**src/rtl/flow_trace_pkg.sv**
```systemverilog
package flow_trace_pkg;
  // Strobes the control sends to the datapath for one clock
  typedef struct packed {
    logic doRec;     // store {src,dst} as newest entry
    logic doClr;     // reset the write pointer
    logic overwrite; // this store displaces the oldest entry
  } trcStrobe_t;
endpackage

```
**src/rtl/flow_trace_ctrl.sv**
```systemverilog
module flow_trace_ctrl
  import flow_trace_pkg::*;
#(
  parameter int DEPTH = 16,
  localparam int CNT_W = $clog2(DEPTH + 1)
) (
  input  logic             clk,
  input  logic             rstN,
  input  logic             retireValid,
  input  logic             isJump,
  input  logic             recEnable,
  input  logic             clearReq,
  output trcStrobe_t       strobe,
  output logic [CNT_W-1:0] fillCount,
  output logic             overflow,
  output logic             fullIrq
);
  localparam logic [CNT_W-1:0] FULL_CNT = CNT_W'(DEPTH);

  logic             takeBranch;
  logic             isFull;
  logic [CNT_W-1:0] cntNext;
  logic             ovfNext;

  assign isFull     = (fillCount == FULL_CNT);
  assign takeBranch = retireValid & isJump & recEnable;

  always_comb begin
    strobe.doClr     = clearReq;
    strobe.doRec     = takeBranch & ~clearReq;
    strobe.overwrite = takeBranch & ~clearReq & isFull;
  end

  always_comb begin
    cntNext = fillCount;
    ovfNext = overflow;
    if (strobe.doClr) begin
      cntNext = '0;
      ovfNext = 1'b0;
    end else if (strobe.doRec) begin
      if (strobe.overwrite) ovfNext = 1'b1;
      else                  cntNext = fillCount + CNT_W'(1);
    end
  end

  always_ff @(posedge clk or negedge rstN) begin
    if (!rstN) begin
      fillCount <= '0;
      overflow  <= 1'b0;
      fullIrq   <= 1'b0;
    end else begin
      fillCount <= cntNext;
      overflow  <= ovfNext;
      fullIrq   <= (cntNext == FULL_CNT);
    end
  end
endmodule

```
**src/rtl/flow_trace_dp.sv**
```systemverilog
module flow_trace_dp
  import flow_trace_pkg::*;
#(
  parameter int DEPTH = 16,
  parameter int PC_W  = 32,
  localparam int IDX_W = $clog2(DEPTH),
  localparam int CNT_W = $clog2(DEPTH + 1)
) (
  input  logic             clk,
  input  logic             rstN,
  input  trcStrobe_t       strobe,
  input  logic [PC_W-1:0]  srcPc,
  input  logic [PC_W-1:0]  dstPc,
  input  logic [CNT_W-1:0] fillCount,
  input  logic [IDX_W-1:0] rdIdx,
  output logic [PC_W-1:0]  rdSrcPc,
  output logic [PC_W-1:0]  rdDstPc
);
  // Ring storage: wrPtr points at the slot the next entry goes to,
  // so the newest entry sits one slot behind it.
  logic [PC_W-1:0]  srcMem [DEPTH];
  logic [PC_W-1:0]  dstMem [DEPTH];
  logic [IDX_W-1:0] wrPtr;
  logic [IDX_W-1:0] rdSlot;
  logic             rdValid;

  always_ff @(posedge clk or negedge rstN) begin
    if (!rstN)             wrPtr <= '0;
    else if (strobe.doClr) wrPtr <= '0;
    else if (strobe.doRec) wrPtr <= wrPtr + IDX_W'(1);
  end

  always_ff @(posedge clk) begin
    if (strobe.doRec) begin
      srcMem[wrPtr] <= srcPc;
      dstMem[wrPtr] <= dstPc;
    end
  end

  assign rdSlot  = wrPtr - IDX_W'(1) - rdIdx;
  assign rdValid = (CNT_W'(rdIdx) < fillCount);

  always_comb begin
    rdSrcPc = '0;
    rdDstPc = '0;
    if (rdValid) begin
      rdSrcPc = srcMem[rdSlot];
      rdDstPc = dstMem[rdSlot];
    end
  end
endmodule

```
**src/rtl/flow_trace_top.sv**
```systemverilog
module flow_trace_top
  import flow_trace_pkg::*;
#(
  parameter int DEPTH = 16,
  parameter int PC_W  = 32,
  localparam int IDX_W = $clog2(DEPTH),
  localparam int CNT_W = $clog2(DEPTH + 1)
) (
  input  logic             clk,
  input  logic             rstN,
  input  logic             retireValid,
  input  logic             isJump,
  input  logic [PC_W-1:0]  srcPc,
  input  logic [PC_W-1:0]  dstPc,
  input  logic             recEnable,
  input  logic             clearReq,
  input  logic [IDX_W-1:0] rdIdx,
  output logic [PC_W-1:0]  rdSrcPc,
  output logic [PC_W-1:0]  rdDstPc,
  output logic [CNT_W-1:0] fillCount,
  output logic             overflow,
  output logic             fullIrq
);
  trcStrobe_t strobe;

  flow_trace_ctrl #(.DEPTH(DEPTH)) ctrl_i (
    .clk(clk), .rstN(rstN),
    .retireValid(retireValid), .isJump(isJump),
    .recEnable(recEnable), .clearReq(clearReq),
    .strobe(strobe), .fillCount(fillCount),
    .overflow(overflow), .fullIrq(fullIrq)
  );

  flow_trace_dp #(.DEPTH(DEPTH), .PC_W(PC_W)) dp_i (
    .clk(clk), .rstN(rstN), .strobe(strobe),
    .srcPc(srcPc), .dstPc(dstPc), .fillCount(fillCount),
    .rdIdx(rdIdx), .rdSrcPc(rdSrcPc), .rdDstPc(rdDstPc)
  );
endmodule

```
**config.mk**
```make
export PLATFORM = sky130hd
export DESIGN_NAME = flow_trace_top
export DESIGN_NICKNAME = d
export VERILOG_FILES = /design/src/rtl/flow_trace_pkg.sv /design/src/rtl/flow_trace_ctrl.sv /design/src/rtl/flow_trace_dp.sv /design/src/rtl/flow_trace_top.sv
export SDC_FILE = /design/constraint.sdc
export NUM_CORES = 1
export LEC_CHECK = 0
export BUFFER_PORTS_ARGS = -buffer_cell sky130_fd_sc_hd__buf_2
export CORE_ASPECT_RATIO = 0.5
export CORE_MARGIN = 2
export CORE_UTILIZATION = 40
export CTS_CLUSTER_DIAMETER = 30
export CTS_CLUSTER_SIZE = 30
export DETAILED_ROUTE_END_ITERATION = 10
export GPL_TIMING_DRIVEN = 0
export PLACE_DENSITY = 0.62
export SYNTH_ARGS = -nofsm -noshare
export SYNTH_HDL_FRONTEND = slang
export SYNTH_SLANG_ARGS = --single-unit
```
**constraint.sdc**
```tcl
create_clock -name clk -period 5.2 [get_ports clk]
set_input_delay 1.04 -clock clk [delete_from_list [all_inputs] [get_ports clk]]
set_output_delay 1.04 -clock clk [all_outputs]
set_load 0.1 [all_outputs]
```
==> flow_summary.json, run 1 <==
{
  "status": "completed",
  "antennaDiodeCount": 0,
  "required_ps": 4160,
  "maxSlewHeadroom_pct": 32.9,
  "start_util_pct": 40.5,
  "grt_antenna_before_repair": 6,
  "ys_async_sr_fraction_pct": 1.06,
  "r2r_end": "dp_i.dstMem[9][6]",
  "core_mm2": 0.103,
  "die_y_um": 232,
  "grt_overflow": 0,
  "synth.area.top_cells": "edfxtp_1, mux2i_1, nand3_1, nand4_1, o22ai_1",
  "min_period_over_period_pct": 97.9,
  "clock_path_buffers": 3,
  "clkLatencyLatePin_ps": 740,
  "netlist_area_mm2": 0.0416,
  "yosysWarnings": 0,
  "synth_nets": 2622,
  "cts_tree": "yes",
  "synth-seq-cells": 1035,
  "maxSlewViolCount": 0,
  "vias_per_cell": 5.54,
  "grt_start_max_net_pins": 39,
  "grt_pass1_wl_um": 156000,
  "r2r_slack_ps": 2290,
  "synth_cell_types": 39,
  "global_route.usage.total_pct": 19.7,
  "rr_worst_depth": 7,
  "cts_setup_buffers": 0,
  "cts-root-buf": "clkbuf_16",
  "vias": 24202,
  "firstDrtPassIters": 7,
  "vdd_drop_max_mv": 0.324,
  "crit_fanout": 10,
  "final_util_pct": 48.8,
  "setup_viol": 0,
  "dpl_cell_area_mm2": 0.0448,
  "hold_violations": 0,
  "remaining_drc_errors": 0,
  "worstSetupEndpointType": "output pin",
  "drv_cap": 0,
  "rows": 83,
  "post-synth-top-area-cell": "edfxtp_1",
  "areaGrowthSynthToFinish_pct": 20.5,
  "total_power_mw": 21.8,
  "arrival_ps": 4050,
  "leakage_nw": 17.9,
  "start_kind": "flip-flop",
  "synth-main-ff-cell": "edfxtp_1",
  "hpwl_um": 67800,
  "htreeDepth": 4,
  "clkTransAtPathRegs_ps": 50,
  "max_slew.worst_pin.slew_ps": 1010,
  "power_density_mw_per_mm2": 435,
  "worstReg2RegStart": "dp_i.wrPtr[1]",
  "synth_edf_count": 1024,
  "drt_iter0_markers": 2561,
  "fmax_mhz": 197,
  "synth_area_per_cell_um2": 16.4,
  "routed_wl_um": 106000,
  "io-pin-count": 145,
  "finalInstanceArea_mm2": 0.0502,
  "ant_nets": 0,
  "synthCells": 2535,
  "cts_sinks": 1035,
  "post-route-min-period_ps": 5090,
  "wl_per_cell_um": 24.3,
  "setup_tns_ps": 0,
  "hold_slack_ps": 175,
  "finish.net_count": 2966,
  "die_w_um": 460,
  "die_area_mm2": 0.107,
  "cts-buffers-inserted": 154,
  "layout-drive-gt1-share_pct": 19.7,
  "rsz0062_at_grt": "true",
  "synth_top_cell_area_share_pct": 73.9,
  "grt_pass1_vias": 24345,
  "crit_type": "flip-flop to output pin",
  "port_buffers": 144,
  "gp_congestion": 0.792,
  "fin_skew_ps": 21.6,
  "yosysSeqAreaShare_pct": 74.6,
  "hold_path.class": "input port to async pin"
}
-- how the worst max path moves through the flow --
stage / start / to / slack [ps] / depth (start not counted)
after floorplan: recEnable / dp_i.dstMem[11][0] / -1290 / 4
after global placement: recEnable / dp_i.dstMem[9][10] / -5580 / 5
after detailed placement: rdIdx[0] / rdSrcPc[11] / -150 / 11
after CTS: dp_i.wrPtr[0] / rdSrcPc[11] / 30 / 11
after global routing: dp_i.wrPtr[0] / rdDstPc[12] / -3 / 11
final: dp_i.wrPtr[0] / rdDstPc[12] / 110 / 8
-- through the flow --
step / instances / worst slack [ps]
global placement: 4039 / -5580
detailed placement: 4083 / -150
floorplan: 2535 / -1290
finish: 4365 / 111
CTS: 4365 / 32.2
global route: 4365 / -3.19
-- flip-flops by register name (all words and copies together) (netlist names) --
name / count
dp_i.wrPtr: 4
dp_i.srcMem: 512
ctrl_i.fillCount: 5
ctrl_i.fullIrq: 1
dp_i.dstMem: 512
ctrl_i.overflow: 1
-- cell usage in the layout, fill, tap and decap left out, types with 30 or more instances in the layout --
master	netlist	routed
clkbuf_1	50	62
buf_2	77	191
nand3_1	517	517
nand4_1	131	131
o22ai_1	64	62
buf_4	42	53
edfxtp_1	1024	1024
buf_6	7	30
clkbuf_16	0	160
mux2i_1	512	512
-- Yosys cell counts (2+ instances only) --
cell type and count:
inv_1 17, o21a_1 2, nand4_1 131, xor2_1 3
nor3_1 4, o21ai_0 3, edfxtp_1 1024, buf_1 10
and2_1 8, clkbuf_1 50, nand3_1 517, o22ai_1 64
buf_4 42, ha_1 12, mux2i_1 512, nand2_1 4
buf_6 7, buf_2 77, nor2_1 9, a21oi_1 6
nor4_1 3, or3_1 3, dfrtp_1 11
-- kinds of logic after synthesis --
| logic type | after synthesis | synth area share [%] |
|---|---|---|
| xor+xnor | 6 | 0.162 |
| mux | 512 | 12.3 |
| flops | 1035 | 74.6 |
| simple gates | 683 | 8.65 |
| compound gates | 83 | 1.34 |
| buf+inv | 203 | 2.57 |
| fa+ha+maj | 13 | 0.409 |
-- layout make-up --
| cell class | count | area [um2] |
|---|---|---|
| plain buffers | 186 | 1030 |
| clock buffers | 175 | 4060 |
| clock inverters | 107 | 1240 |
| fillers | 8644 | 52600 |
| inverters | 17 | 63.8 |
| multi-input cells | 1297 | 9600 |
| flip-flops and latches | 1035 | 31000 |
| well taps | 1360 | 1700 |
| repair buffers | 188 | 1440 |
-- report_power, final --
group	internal [mW]	total [mW]	switching [mW]	leakage [nW]
logic	0.540	2.07	1.53	6.03
clock network	6.74	10.5	3.79	2.54
registers	9.19	9.19	0.00475	9.36
-- worst max-delay path, cell delays in order (launching register included) --
cell and delay (ps):
dfrtp_1 460, ha_1 320, clkbuf_1 320, clkbuf_1 790, clkbuf_1 590, nand3_1 170
nand4_1 180, o22ai_1 170, clkbuf_4 330
-- repair_timing --
action / CTS / global route
hold buffers: 0 / 0
resized for setup: 9 / 26
endpoints found under the setup margin: 47 / 24
-- routing by layer --
metal / track usage [%] / share of wire, %
met3: 4.04 / 6.7
met5: 0 / 0.048
met1: 26.8 / 43
met2: 31.0 / 47
met4: 7.92 / 2.9
(Power assumes the default switching activity.)
==> inputs of run 2 (changes only) <==
Settings changed: SYNTH_HIERARCHICAL set to 1.
==> run 2 against run 1 <==
The flow now finishes with violations (setup timing). Power down 1.1%. Sequential share of layout area down 0.47 points. Count of clock-buffer cells in the layout down 10. Routed wire length up 1.4%. Highest routed layer unchanged. Die area up 0.37%. Critical path type unchanged. Synthesized area up 0.38%.
==> flow_summary.json, run 2 <==
{
  "drv_cap": 0,
  "clkTransAtPathRegs_ps": 50,
  "netlist_area_mm2": 0.0418,
  "clkLatencyLatePin_ps": 730,
  "status": "complete, but fails checks",
  "power_density_mw_per_mm2": 426,
  "cts_tree": "yes",
  "crit_path_cell_trace": "ha_1 -> buf_2 -> clkdlybuf4s15_1 -> buf_1 -> nand3_1 -> nand4_1 -> o22ai_1 -> clkbuf_4",
  "firstDrtPassIters": 6,
  "drt_iter0_markers": 2487,
  "power_frac_seq_pct": 42.6,
  "crit_type": "flip-flop to output pin",
  "worstSetupEndpointType": "output pin",
  "critPathMaxStageDelay_ps": 870,
  "vias_per_cell": 5.57,
  "switching_share_pct": 23.4,
  "routed_wl_um": 108000,
  "die_w_um": 461,
  "port_buffers": 144,
  "global_route.usage.total_pct": 20.0,
  "core_mm2": 0.103,
  "hold_path.class": "input port to async pin",
  "hold_violations": 0,
  "required_ps": 4160,
  "max_slew.worst_pin.slew_ps": 1300,
  "vias": 24489,
  "htreeDepth": 4,
  "clock_path_buffers": 3,
  "rr_worst_depth": 5,
  "cp_slowest_cell": "clkdlybuf4s15_1",
  "grt_antenna_before_repair": 9,
  "arrival_ps": 4170,
  "multiInputGateArea_mm2": 0.00965,
  "start_util_pct": 40.5,
  "setup_viol": 1,
  "cts-buffers-inserted": 149,
  "yosysWarnings": 6,
  "rsz0062_at_grt": "false",
  "intPower_mw": 16.5,
  "grt_overflow": 0,
  "synth_area_per_cell_um2": 16.5,
  "post-route-min-period_ps": 5210,
  "fmax_mhz": 192,
  "synth_nets": 2624,
  "grt_pass1_wl_um": 158000,
  "final-seq-area_mm2": 0.0310,
  "fillers": 8600,
  "worst_slack_ps": -7.35,
  "areaGrowthSynthToFinish_pct": 21.0,
  "fin_skew_ps": 18.8,
  "rows": 83,
  "final_util_pct": 49.1,
  "setup_tns_ps": -7.35,
  "ant_nets": 0,
  "io-pin-count": 145,
  "crit_fanout": 10,
  "start_kind": "flip-flop",
  "maxSlewHeadroom_pct": 13.0,
  "final_common_cell": "edfxtp_1",
  "layout_common_cells": "edfxtp_1, nand3_1, mux2i_1",
  "min_period_over_period_pct": 100,
  "switching_power_mw": 5.05,
  "vdd_drop_max_mv": 0.365,
  "gp_congestion": 0.795,
  "reg_top3": "dp_i/dstMem x512, dp_i/srcMem x512, ctrl_i/fillCount x5",
  "hpwl_um": 69200,
  "layout-drive-gt1-share_pct": 19.5,
  "wl_per_cell_um": 24.5,
  "cts_sinks": 1035,
  "die_y_um": 233,
  "remaining_drc_errors": 0,
  "grt_pass1_vias": 24535,
  "violations": "setup timing",
  "grt_start_max_net_pins": 31,
  "die_area_mm2": 0.107,
  "synthCells": 2537,
  "p_comb_share_pct": 8.2,
  "leakage_nw": 18.0,
  "clkPwrFrac_pct": 49.1,
  "cts-root-buf": "clkbuf_16",
  "maxSlewViolCount": 0,
  "finish.net_count": 2959
}
run 2: changes by cell type in the layout (fill, tap and decap cells not counted), sizes merged, moves of 2 or more:
cell,delta
bufinv,+7
and2,-8
buf,+18
clkbuf,-33
inv,-6
nand2,+4
nand2b,+5
a21oi,-2
clkinv,-4
mux2i,+2
nor4,-2
nor2,+13
run 2: area by class of cell:
cell class | instances | area share, %
Antenna cell | 1 | 0.00495
Timing Repair Buffer | 184 | 3.13
Multi-Input combinational cell | 1303 | 19.1
Clock buffer | 165 | 7.68
Inverter | 13 | 0.0965
Sequential cell | 1035 | 61.4
Tap cell | 1402 | 3.47
Buffer | 186 | 2.34
Clock inverter | 107 | 2.79
run 2: final timing paths:
path	from	to	slack [ps]
worst max-delay path	dp_i/wrPtr[0]	rdSrcPc[14]	-7
worst min-delay path	rstN	ctrl_i/fillCount[4]	180
worst max register to register	dp_i/wrPtr[2]	dp_i/srcMem[5][7]	2510
worst min register to register	ctrl_i/overflow	ctrl_i/overflow	530
max in group asynchronous	rstN	dp_i/wrPtr[2]	4820
min in group clk	ctrl_i/overflow	ctrl_i/overflow	530
run 2: critical path, delay by kind of cell (launching register included):
kind | cells | cell delay [ps]
buf+inv | 4 | 2080
fa+ha+maj | 1 | 370
flops | 1 | 460
simple gates | 2 | 370
compound gates | 1 | 150
run 2: power groups by stage:
stage	clock, mW	sequential [mW]	combinational [mW]
2_1_floorplan	0	9.36	1.17
4_1_cts	10.7	9.19	1.78
3_5_place_dp	0	9.36	1.77
5_1_grt	11.1	9.18	1.86
3_3_place_gp	0	9.36	1.74
6_report	10.6	9.19	1.78
run 2: what timing repair did:
| item | 4_1_cts | 5_1_grt |
|---|---|---|
| resized for setup | 7 | 11 |
| endpoints found under the setup margin | 12 | 11 |
| pin swaps | 0 | 0 |
| buffers inserted | 0 | 0 |
| hold buffers | 0 | 0 |
run 2: through the flow:
stage / instances / setup slack [ps] / hold WS, ps / area (um2) / total power, mW
6_report: 4396 / -7.35 / 177 / 50500 / 21.5
4_1_cts: 4395 / 3.31 / 145 / 50500 / 21.7
3_5_place_dp: 4123 / -45.7 / 523 / 45200 / 11.1
3_3_place_gp: 4083 / -2630 / 473 / 44300 / 11.1
2_1_floorplan: 2537 / 132 / 580 / 41800 / 10.5
5_1_grt: 4395 / 0.976 / 172 / 50500 / 22.1
run 2: layer usage:
layer,track usage (%),wire length (um),vias up
met3,3.68,7950,211
met2,32.4,51000,1070
li1,-,-,10824
met5,0,62,-
met4,7.16,2940,10
met1,27.2,45600,12374
